$ cat config.mk
export PLATFORM = sky130hd
export DESIGN_NAME = fcmp_flags
export DESIGN_NICKNAME = d
export VERILOG_FILES = /design/src/rtl/fcmp_pkg.sv /design/src/rtl/fcmp_classify.sv /design/src/rtl/fcmp_order.sv /design/src/rtl/fcmp_encode.sv /design/src/rtl/fcmp_flags.sv
export SDC_FILE = /design/constraint.sdc
export NUM_CORES = 1
export LEC_CHECK = 0
export BUFFER_PORTS_ARGS = -buffer_cell sky130_fd_sc_hd__buf_2
export CELL_PAD_IN_SITES_DETAIL_PLACEMENT = 2
export CELL_PAD_IN_SITES_GLOBAL_PLACEMENT = 2
export CORE_MARGIN = 2
export CORE_UTILIZATION = 26
export DETAILED_ROUTE_END_ITERATION = 8
export PLACE_DENSITY = 0.95
export SLEW_MARGIN = 5
export SYNTH_ARGS = -nofsm -noshare
export SYNTH_HDL_FRONTEND = slang
export SYNTH_HIERARCHICAL = 1
export SYNTH_SLANG_ARGS = --single-unit
$ cat constraint.sdc
create_clock -name vclk -period 4.7
set_input_delay 0.47 -clock vclk [all_inputs]
set_output_delay 0.47 -clock vclk [all_outputs]
set_load 0.1 [all_outputs]
$ cat src/rtl/fcmp_pkg.sv
package fcmp_pkg;
  typedef enum logic [1:0] {
    REL_EQ = 2'd0,
    REL_LT = 2'd1,
    REL_GT = 2'd2
  } cmp_rel_e;

  typedef struct packed {
    logic n;
    logic z;
    logic c;
    logic v;
  } nzcv_t;
endpackage

$ cat src/rtl/fcmp_classify.sv
module fcmp_classify #(
  parameter int EXP_W = 8,
  parameter int MAN_W = 23,
  localparam int WORD_W = 1 + EXP_W + MAN_W
) (
  input  logic [WORD_W-1:0] word_i,
  output logic              is_nan_o,
  output logic              is_snan_o,
  output logic              is_zero_o
);
  logic [EXP_W-1:0] exp_f;
  logic [MAN_W-1:0] man_f;

  assign exp_f     = word_i[WORD_W-2 -: EXP_W];
  assign man_f     = word_i[MAN_W-1:0];
  assign is_nan_o  = (&exp_f) && (|man_f);
  // top mantissa bit clear marks a signalling NaN
  assign is_snan_o = is_nan_o && !man_f[MAN_W-1];
  assign is_zero_o = ~|word_i[WORD_W-2:0];
endmodule

$ cat src/rtl/fcmp_order.sv
module fcmp_order
  import fcmp_pkg::*;
#(
  parameter int WORD_W = 32
) (
  input  logic [WORD_W-1:0] d_i,
  input  logic [WORD_W-1:0] m_i,
  input  logic              d_zero_i,
  input  logic              m_zero_i,
  output cmp_rel_e          rel_o
);
  logic d_neg, m_neg, raw_lt;

  assign d_neg  = d_i[WORD_W-1];
  assign m_neg  = m_i[WORD_W-1];
  assign raw_lt = d_i < m_i;

  always_comb begin
    if (d_i == m_i || (d_zero_i && m_zero_i)) begin
      rel_o = REL_EQ;
    end else if (d_neg != m_neg) begin
      rel_o = d_neg ? REL_LT : REL_GT;
    end else begin
      // magnitude order reverses for two negatives
      rel_o = (raw_lt ^ d_neg) ? REL_LT : REL_GT;
    end
  end
endmodule

$ cat src/rtl/fcmp_encode.sv
module fcmp_encode
  import fcmp_pkg::*;
(
  input  logic     unordered_i,
  input  cmp_rel_e rel_i,
  output nzcv_t    nzcv_o
);
  always_comb begin
    nzcv_o = '0;
    if (unordered_i) begin
      nzcv_o.c = 1'b1;
      nzcv_o.v = 1'b1;
    end else begin
      unique case (rel_i)
        REL_EQ:  begin nzcv_o.z = 1'b1; nzcv_o.c = 1'b1; end
        REL_LT:  nzcv_o.n = 1'b1;
        REL_GT:  nzcv_o.c = 1'b1;
        default: nzcv_o = '0;
      endcase
    end
  end
endmodule

$ cat src/rtl/fcmp_flags.sv
module fcmp_flags
  import fcmp_pkg::*;
#(
  parameter int EXP_W = 8,
  parameter int MAN_W = 23,
  localparam int WORD_W = 1 + EXP_W + MAN_W,
  localparam int N_OPND = 2
) (
  input  logic [WORD_W-1:0] a_i,
  input  logic [WORD_W-1:0] b_i,
  input  logic              quiet_sig_i,
  input  logic              zero_cmp_i,
  output logic [3:0]        nzcv_o,
  output logic              invalid_o
);
  logic [WORD_W-1:0] opnd [N_OPND];
  logic [N_OPND-1:0] nan_v, snan_v, zero_v, raise_v;
  cmp_rel_e          rel;
  nzcv_t             code;

  assign opnd[0] = a_i;
  assign opnd[1] = zero_cmp_i ? '0 : b_i;

  for (genvar gi = 0; gi < N_OPND; gi++) begin : g_opnd
    fcmp_classify #(
      .EXP_W(EXP_W),
      .MAN_W(MAN_W)
    ) u_cls (
      .word_i   (opnd[gi]),
      .is_nan_o (nan_v[gi]),
      .is_snan_o(snan_v[gi]),
      .is_zero_o(zero_v[gi])
    );
    assign raise_v[gi] = nan_v[gi] && (snan_v[gi] || quiet_sig_i);
  end

  fcmp_order #(
    .WORD_W(WORD_W)
  ) u_order (
    .d_i     (opnd[0]),
    .m_i     (opnd[1]),
    .d_zero_i(zero_v[0]),
    .m_zero_i(zero_v[1]),
    .rel_o   (rel)
  );

  fcmp_encode u_enc (
    .unordered_i(|nan_v),
    .rel_i      (rel),
    .nzcv_o     (code)
  );

  assign nzcv_o    = code;
  assign invalid_o = |raise_v;
endmodule

; Word level (Yosys, flattened, before mapping)
; Index checks and enable logic that the tools add are counted.
[op_classes]
order_cmp = 1
eq_ne = 4
n_mux = 10
bitwise = 1
reduce_logical = 24
[ops]
columns = operator, count
row1 = $reduce_or 31->1, 2
row2 = $reduce_or 23->1, 2
row3 = $eq 32x32->1, 1
row4 = $lt 32x32->1, 1
row5 = $mux 32, 1
row6 = $reduce_and 8->1, 2
row7 = $mux 2, 6
row8 = $logic_and 1x1->1, 7
row9 = $reduce_or 2->1, 3
row10 = $logic_not 1->1, 4
row11 = $logic_or 1x1->1, 3
row12 = $mux 1, 3
row13 = $eq 2x1->1 const B, 1
row14 = $eq 2x2->1 const B, 1
row15 = $logic_not 2->1, 1
row16 = $ne 1x1->1, 1
row17 = $xor 1x1->1, 1
[word_totals]
regBits = 0
in_bits = 66
output_inout_bits = 5
elab_cells = 40

; Longest topological paths before layout
; Gate-level depths: netlist of run 1.
[logic_depth]
ltp_word = 10
ltp_mapped = 11
mapped_depth_nobuf = 10

; Hierarchy
; The synthesis of run 1 kept the hierarchy.
[by_module_without_submodules]
columns = mod, n_inst, cells_each, area_each_um2, seq_area_each_um2
row1 = fcmp_order, 1, 114, 847.1, 0.0
row2 = fcmp_flags, 1, 39, 242.7, 0.0
row3 = fcmp_classify, 2, 15, 107.6, 0.0
row4 = fcmp_encode, 1, 4, 31.3, 0.0

; Worst setup path after synthesis of run 1
; Ideal clock, no wire load.
[synth_path]
kind = input-to-output
start = input zero_cmp_i
end = output nzcv_o[2]
t_arrival_ps = 4492
required_ps = 4230
setup_slack_ps = -262
stages = 11
n_path_buf = 1
cell_sequence = buf_4 nor2b_1 inv_1 ha_1 a41oi_1 o21ai_1 a221o_1 a2111oi_4 nand3_1 and3_1 nor3_1
[synth_rtl]
columns = item, line
row1 = "start, declared", fcmp_flags.sv:12  ; input logic zero_cmp_i,
row2 = "end, declared", fcmp_flags.sv:13  ; output logic [3:0] nzcv_o,

==> impl_metrics.json, run 1 <==
{
  "routed_via_density": 5.15,
  "drv_cap": 0,
  "status": "finished, final reports clean",
  "critPathKind": "primary input to output port",
  "fin_setup_tns_ps": 0,
  "slew_viol_final": 0,
  "worstPathCellList": "buf_2 -> nor2b_1 -> inv_1 -> ha_1 -> nand4_1 -> nor4_1 -> o31ai_1 -> a21bo_1 -> a21boi_1 -> nor3b_2 -> buf_2",
  "final_common_cell": "buf_2",
  "drive_above_1_share_pct": 31.1,
  "yosysSeqAreaShare_pct": 0,
  "tightest_slew_ps": 539,
  "max_stage_delay_ps": 540,
  "p_int_uw": 69.9,
  "avgSynthCellArea_um2": 7.15,
  "drt_iter0_markers": 17,
  "grt_max_degree": 33,
  "min_path_type": "primary input to output port",
  "final_cells": 324,
  "place_area_mm2": 0.00175,
  "die_w_um": 75.7,
  "yosysWarnings": 6,
  "detail_route.wl_per_cell_um": 16.1,
  "rows": 26,
  "cts_resized": 0,
  "arrival_ps": 3610,
  "fin_crit_sh_pct": 86.8,
  "totalWireLength_mm": 5.21,
  "ioPinCount": 71,
  "cp_max_fo": 32,
  "grt_overflow_total": 0,
  "synthCells": 187,
  "hold_buffers": 0,
  "p_leak_nw": 0.858,
  "worstSetupStartpointType": "primary input",
  "grt_usage_pct": 19.0,
  "register_area_um2": 0,
  "p_sw_uw": 106,
  "antenna_found_initial": 0,
  "num-clock-buffers": 0,
  "min_period_ps": 4080,
  "post-place-ws_ps": 597,
  "n_antenna_cell": 0,
  "dp_hpwl_mm": 4.92,
  "final_cell_mix": "71 x buf_2, 34 x nor2b_1, 34 x inv_1",
  "syn_nets": 285,
  "area_delta_synth_final_pct": 31.3,
  "power_frac_comb_pct": 100.0,
  "start_util_pct": 26.5,
  "rsz0062_at_grt": "false",
  "ant_nets": 0,
  "syn-cell-area_mm2": 0.00134,
  "p_seq_share_pct": 0,
  "cp_slowest_cell": "nor4_1",
  "vias": 1667,
  "swShare_pct": 60.4,
  "postCtsSetupRepairBufs": 0,
  "drt-pass1-iter-count": 4,
  "drc_errors": 0,
  "critical_path.top_delay_family": "simple AND/OR/NAND/NOR gates",
  "synth_cell_types": 32,
  "seq_cell_count": 0,
  "grt_pass1_vias": 1888,
  "cp-end-kind": "output port",
  "setup_ws_ps": 621,
  "fmax_mhz": 245,
  "place_congestion": 0.887,
  "coreArea_mm2": 0.00504,
  "fin_total_pwr_uw": 176,
  "hold_violations": 0,
  "max_slew_margin_pct": 64.1,
  "dieHeight_um": 75.7,
  "dp.cells": 324,
  "cp_num_buf_inv": 3,
  "grt_pass1_wl_mm": 8.49,
  "peakVddDrop_v": 0.0000494,
  "final_nets": 354,
  "fin_area_mm2": 0.00175,
  "dieArea_mm2": 0.00573,
  "p_per_area_mw_per_mm2": 101,
  "clkPwrFrac_pct": 0,
  "io_buffers": 71,
  "cp_data_required_time_ps": 4230,
  "finalSetupViolations": 0,
  "crit_top_cell": "buf_2"
}
==> cell usage after synthesis (3+ instances only) <==
| cell type | count | share of area (%) |
|---|---|---|
| nor2b_1 | 34 | 16 |
| nor3_1 | 3 | 1.1 |
| nor4_1 | 12 | 5.6 |
| nand4_1 | 12 | 5.6 |
| inv_1 | 34 | 9.6 |
| a21oi_1 | 10 | 3.7 |
| nand2_1 | 3 | 0.84 |
| nand3_1 | 4 | 1.5 |
| o21ai_0 | 3 | 1.1 |
| a21o_1 | 5 | 2.8 |
| a2111oi_0 | 3 | 2.0 |
| and4_1 | 4 | 2.6 |
| buf_4 | 4 | 2.2 |
| ha_1 | 32 | 30 |
==> metal layers <==
| metal | global-route usage, % | routed length, µm | vias to the layer above |
|---|---|---|---|
| met4 | 2.34 | 70 | 0 |
| met2 | 38.0 | 2710 | 50 |
| met5 | 0 | 0 | - |
| met1 | 22.6 | 2200 | 793 |
| met3 | 1.19 | 236 | 6 |
| li1 | - | - | 818 |
==> power by group through the flow <==
stage               clock, mW  combinational (mW)  sequential (mW)
global placement            0               0.167                0
global route                0               0.197                0
floorplan                   0               0.114                0
CTS                         0               0.179                0
detailed placement          0               0.178                0
finish                      0               0.176                0
==> final timing paths <==
check              startpoint   endpoint  slack (ps)  depth (start not counted)
hold / removal    quiet_sig_i  invalid_o        1540                          4
setup / recovery   zero_cmp_i  nzcv_o[3]         620                         11
==> cell type report <==
class                           instances  area (µm²)
Timing Repair Buffer                   71         355
Multi-Input combinational cell        149        1180
Inverter                               34         128
Fill cell                             637        3290
Tap cell                               70        87.6
==> cell families after synthesis <==
family,count (synthesis),share of synthesized area (%)
AO/OA/AOI/OAI,33,18.4
adder cells (fa/ha/maj),32,30.0
buffers and inverters,38,11.8
AND/OR/NAND/NOR,84,39.9
==> metrics by stage <==
| stage | hold WS (ps) | util (%) |
|---|---|---|
| 6_report | 1540 | 34.8 |
| 2_1_floorplan | 1520 | - |
| 3_5_place_dp | 1540 | 34.8 |
| 5_1_grt | 1570 | 34.8 |
| 4_1_cts | 1540 | 34.8 |
| 3_3_place_gp | 1520 | 34.8 |
No activity file was read; power rests on OpenSTA's default activity.
==> run 2, diff against run 1 <==
- BUFFER_PORTS_ARGS: -buffer_cell sky130_fd_sc_hd__buf_2 -> -buffer_cell sky130_fd_sc_hd__buf_4
==> run 2 against run 1 <==
Against the previous run:
- global-route usage is 0.65 points higher
- sequential cell count stayed put
- fmax is 7.0% higher
- via count is 1.8% lower
- non-clock buffer count stayed put
- utilization is 3.5 points higher
- die area stayed put
- sequential share of layout area stayed put
- combinational power is 11% higher
- routed wire length is 0.50% higher
- first-iteration DRC count is 110% higher
- critical endpoint unchanged
- largest power group unchanged
==> impl_metrics.json, run 2 (synthesized netlist as in run 1, its figures left out) <==
{
  "routed_via_density": 5.05,
  "dieArea_mm2": 0.00573,
  "grt_usage_pct": 19.7,
  "clkPwrFrac_pct": 0,
  "die_w_um": 75.7,
  "ioPinCount": 71,
  "cts_resized": 0,
  "rsz0062_at_grt": "false",
  "status": "finished, final reports clean",
  "antenna_found_initial": 0,
  "n_antenna_cell": 0,
  "cp-end-kind": "output port",
  "power_frac_comb_pct": 100.0,
  "io_buffers": 71,
  "coreArea_mm2": 0.00504,
  "drv_cap": 0,
  "dieHeight_um": 75.7,
  "grt_pass1_vias": 1920,
  "p_seq_share_pct": 0,
  "post-place-ws_ps": 913,
  "min_path_type": "primary input to output port",
  "fin_area_mm2": 0.00193,
  "fin_setup_tns_ps": 0,
  "drive_above_1_share_pct": 31.1,
  "dp_hpwl_mm": 4.83,
  "final_common_cell": "buf_4",
  "p_sw_uw": 108,
  "grt_use_met3_pct": 1.06,
  "grt_busiest_layer": "met2",
  "grt_pass1_wl_mm": 8.85,
  "seq_cell_count": 0,
  "peakVddDrop_v": 0.0000484,
  "hp-start": "quiet_sig_i",
  "detail_route.wl_per_cell_um": 16.2,
  "cp_data_required_time_ps": 4230,
  "place_area_mm2": 0.00193,
  "grtUsageMet2_pct": 39.6,
  "vias": 1637,
  "worstSetupStartpointType": "primary input",
  "max_slew_margin_pct": 69.1,
  "ant_nets": 0,
  "final_nets": 354,
  "p_int_uw": 87.7,
  "dp.cells": 324,
  "arrival_ps": 3340,
  "grt_overflow_total": 0,
  "num-clock-buffers": 0,
  "final_cells": 324,
  "min_period_ps": 3810,
  "grt_max_degree": 33,
  "slew_viol_final": 0,
  "hold_violations": 0,
  "critPathKind": "primary input to output port",
  "hold_buffers": 0,
  "hold_end": "invalid_o",
  "drt-pass1-iter-count": 4,
  "start_util_pct": 26.5,
  "place_congestion": 0.930,
  "fin_crit_sh_pct": 81.1,
  "drt_iter0_markers": 35,
  "swShare_pct": 55.1,
  "fmax_mhz": 262,
  "register_area_um2": 0,
  "area_delta_synth_final_pct": 44.6,
  "hold_depth": 4,
  "use_met1_pct": 23.7,
  "p_leak_nw": 0.917,
  "p_per_area_mw_per_mm2": 101,
  "totalWireLength_mm": 5.24,
  "tightest_slew_ps": 460,
  "fillers": 625,
  "rows": 26,
  "final_cell_mix": "71 x buf_4, 34 x nor2b_1, 34 x inv_1",
  "utilization_pct": 38.3,
  "setup_ws_ps": 888,
  "cp_max_fo": 32,
  "postCtsSetupRepairBufs": 0,
  "drc_errors": 0,
  "finalSetupViolations": 0
}
==> run 2: per-stage QoR <==
step / hold WS, ps / total power, mW
after floorplan: 1520 / 0.114
after global placement: 1450 / 0.186
after detailed placement: 1460 / 0.196
after CTS: 1460 / 0.197
after global routing: 1490 / 0.216
final: 1460 / 0.196
==> run 2: how the worst max path moves through the flow <==
| stage | start | endpoint | slack [ps] | cells after the start |
|---|---|---|---|---|
| 2_1_floorplan | zero_cmp_i | nzcv_o[3] | 540 | 11 |
| 3_3_place_gp | zero_cmp_i | nzcv_o[3] | 990 | 12 |
| 3_5_place_dp | zero_cmp_i | nzcv_o[3] | 910 | 12 |
| 4_1_cts | zero_cmp_i | nzcv_o[3] | 900 | 12 |
| 5_1_grt | zero_cmp_i | nzcv_o[3] | 700 | 12 |
| 6_report | zero_cmp_i | nzcv_o[3] | 890 | 12 |
==> run 2: layer usage <==
metal	share of wire [%]	wire, µm
met3	4.1	213
met1	42	2190
met4	0.42	22
met2	54	2810
met5	0	0
==> run 2: cell type report <==
type	count	area, µm²	area share, %
repair buffers	71	533	27.6
well taps	70	87.6	4.53
multi-input cells	149	1180	61.3
inverters	34	128	6.61
==> run 2: critical path, stage by stage <==
cell and delay [ps]:
buf_4 220, nor2b_1 190, inv_1 60, ha_1 300
a41oi_1 230, o21ai_1 100, a221o_1 390, a2111oi_4 370
nand3_1 140, a21boi_1 310, nor3b_2 220, buf_4 310
==> run 2: power groups by stage <==
| stage | logic, mW | registers (mW) | clock network [mW] |
|---|---|---|---|
| finish | 0.196 | 0 | 0 |
| global route | 0.216 | 0 | 0 |
| CTS | 0.197 | 0 | 0 |
| detailed placement | 0.196 | 0 | 0 |
| global placement | 0.186 | 0 | 0 |
| floorplan | 0.114 | 0 | 0 |
==> run 3, diff against run 2 <==
- CORE_UTILIZATION: 26 -> 24
- PLACE_DENSITY: 0.95 -> 0.94
- clock period: 4.7 -> 4 ns (I/O delays scaled with it)
==> run 3 against run 2 <==
Against the previous run:
- power up 17%
- highest routed layer unchanged
- cell area grew 0.13%
- worst hold slack worse by 140 ps
- sequential cell count unchanged
==> impl_metrics.json, run 3 (synthesized netlist as in run 1, its figures left out) <==
{
  "status": "finished, final reports clean",
  "area_delta_synth_final_pct": 44.8,
  "grt_usage_pct": 16.4,
  "critPathKind": "primary input to output port",
  "max_slew_margin_pct": 67.7,
  "cts_resized": 0,
  "drc_errors": 0,
  "vias": 1640,
  "final_common_cell": "buf_4",
  "place_congestion": 0.867,
  "tightest_slew_ps": 472,
  "io_buffers": 71,
  "start_util_pct": 24.6,
  "ant_nets": 0,
  "drt-pass1-iter-count": 4,
  "fillers": 636,
  "fmax_mhz": 273,
  "cp-end-kind": "output port",
  "post-place-ws_ps": 325,
  "slew_viol_final": 0,
  "grt_pass1_wl_mm": 8.40,
  "postCtsSetupRepairBufs": 0,
  "hold_buffers": 0,
  "fin_crit_sh_pct": 91.6,
  "p_leak_nw": 0.917,
  "dieArea_mm2": 0.00618,
  "cp_data_required_time_ps": 3600,
  "grt_pass1_vias": 1848,
  "die_w_um": 78.6,
  "antenna_found_initial": 0,
  "rows": 27,
  "final_cell_mix": "71 x buf_4, 34 x nor2b_1, 34 x inv_1",
  "drive_above_1_share_pct": 31.1,
  "p_per_area_mw_per_mm2": 118,
  "setup_ws_ps": 338,
  "ioPinCount": 71,
  "num-clock-buffers": 0,
  "peakVddDrop_v": 0.000114,
  "detail_route.wl_per_cell_um": 15.6,
  "grt_max_degree": 33,
  "hold_violations": 0,
  "fin_total_pwr_uw": 228,
  "arrival_ps": 3260,
  "finalSetupViolations": 0,
  "n_antenna_cell": 0,
  "grt_overflow_total": 0,
  "multi_input_area_mm2": 0.00118,
  "min_period_ps": 3660,
  "drv_cap": 0,
  "cp_max_fo": 32,
  "routed_via_density": 5.03,
  "dp_hpwl_mm": 4.75,
  "final_nets": 354,
  "min_path_type": "primary input to output port",
  "totalWireLength_mm": 5.07,
  "coreArea_mm2": 0.00544,
  "worstSetupStartpointType": "primary input",
  "register_area_um2": 0,
  "utilization_pct": 35.6,
  "seq_cell_count": 0,
  "rsz0062_at_grt": "false",
  "drt_iter0_markers": 28,
  "dieHeight_um": 78.6
}
[run 3: cell counts in the layout (fill, tap and decap cells not counted)]
Identical to the previous run, type by type.
[run 3: cell type report]
type / instances / share of cell area, %
inverters: 34 / 6.60
multi-input cells: 149 / 61.2
well taps: 72 / 4.66
repair buffers: 71 / 27.6
[run 3: where the power goes]
group,switching (mW),total [mW],internal (mW)
logic,0.125,0.228,0.103
clock network,0,0,0
registers,0,0,0
[run 3: metrics by stage]
stage / hold slack [ps] / instances / instance area, µm² / setup TNS (ps)
6_report: 1320 / 326 / 1930 / 0
5_1_grt: 1380 / 326 / 1930 / 0
4_1_cts: 1330 / 326 / 1930 / 0
3_5_place_dp: 1330 / 326 / 1930 / 0
3_3_place_gp: 1300 / 326 / 1930 / 0
2_1_floorplan: 1380 / 187 / 1340 / -15.7
[run 3: path summary, 6_finish.rpt]
check                  startpoint        end  slack, ps  cells after the start
worst max-delay path   zero_cmp_i  nzcv_o[3]        340                     12
worst min-delay path  quiet_sig_i  invalid_o       1320                      4
[run 3: layer usage]
layer / wire length [µm] / part of all wire (%) / global-route usage (%) / up-vias
met5: 0 / 0 / 0 / -
met4: 10 / 0.20 / 0.351 / 0
met3: 187 / 3.7 / 0.805 / 2
met2: 2710 / 53 / 33.2 / 41
met1: 2160 / 43 / 19.9 / 781
li1: - / - / - / 816
[run 3: worst max-delay path, stage by stage]
cell and delay, ps:
buf_4 210, nor2b_1 210, inv_1 80, ha_1 300
a41oi_1 210, o21ai_1 100, a221o_1 410, a2111oi_4 400
nand3_1 140, a21boi_1 260, nor3b_2 220, buf_4 310
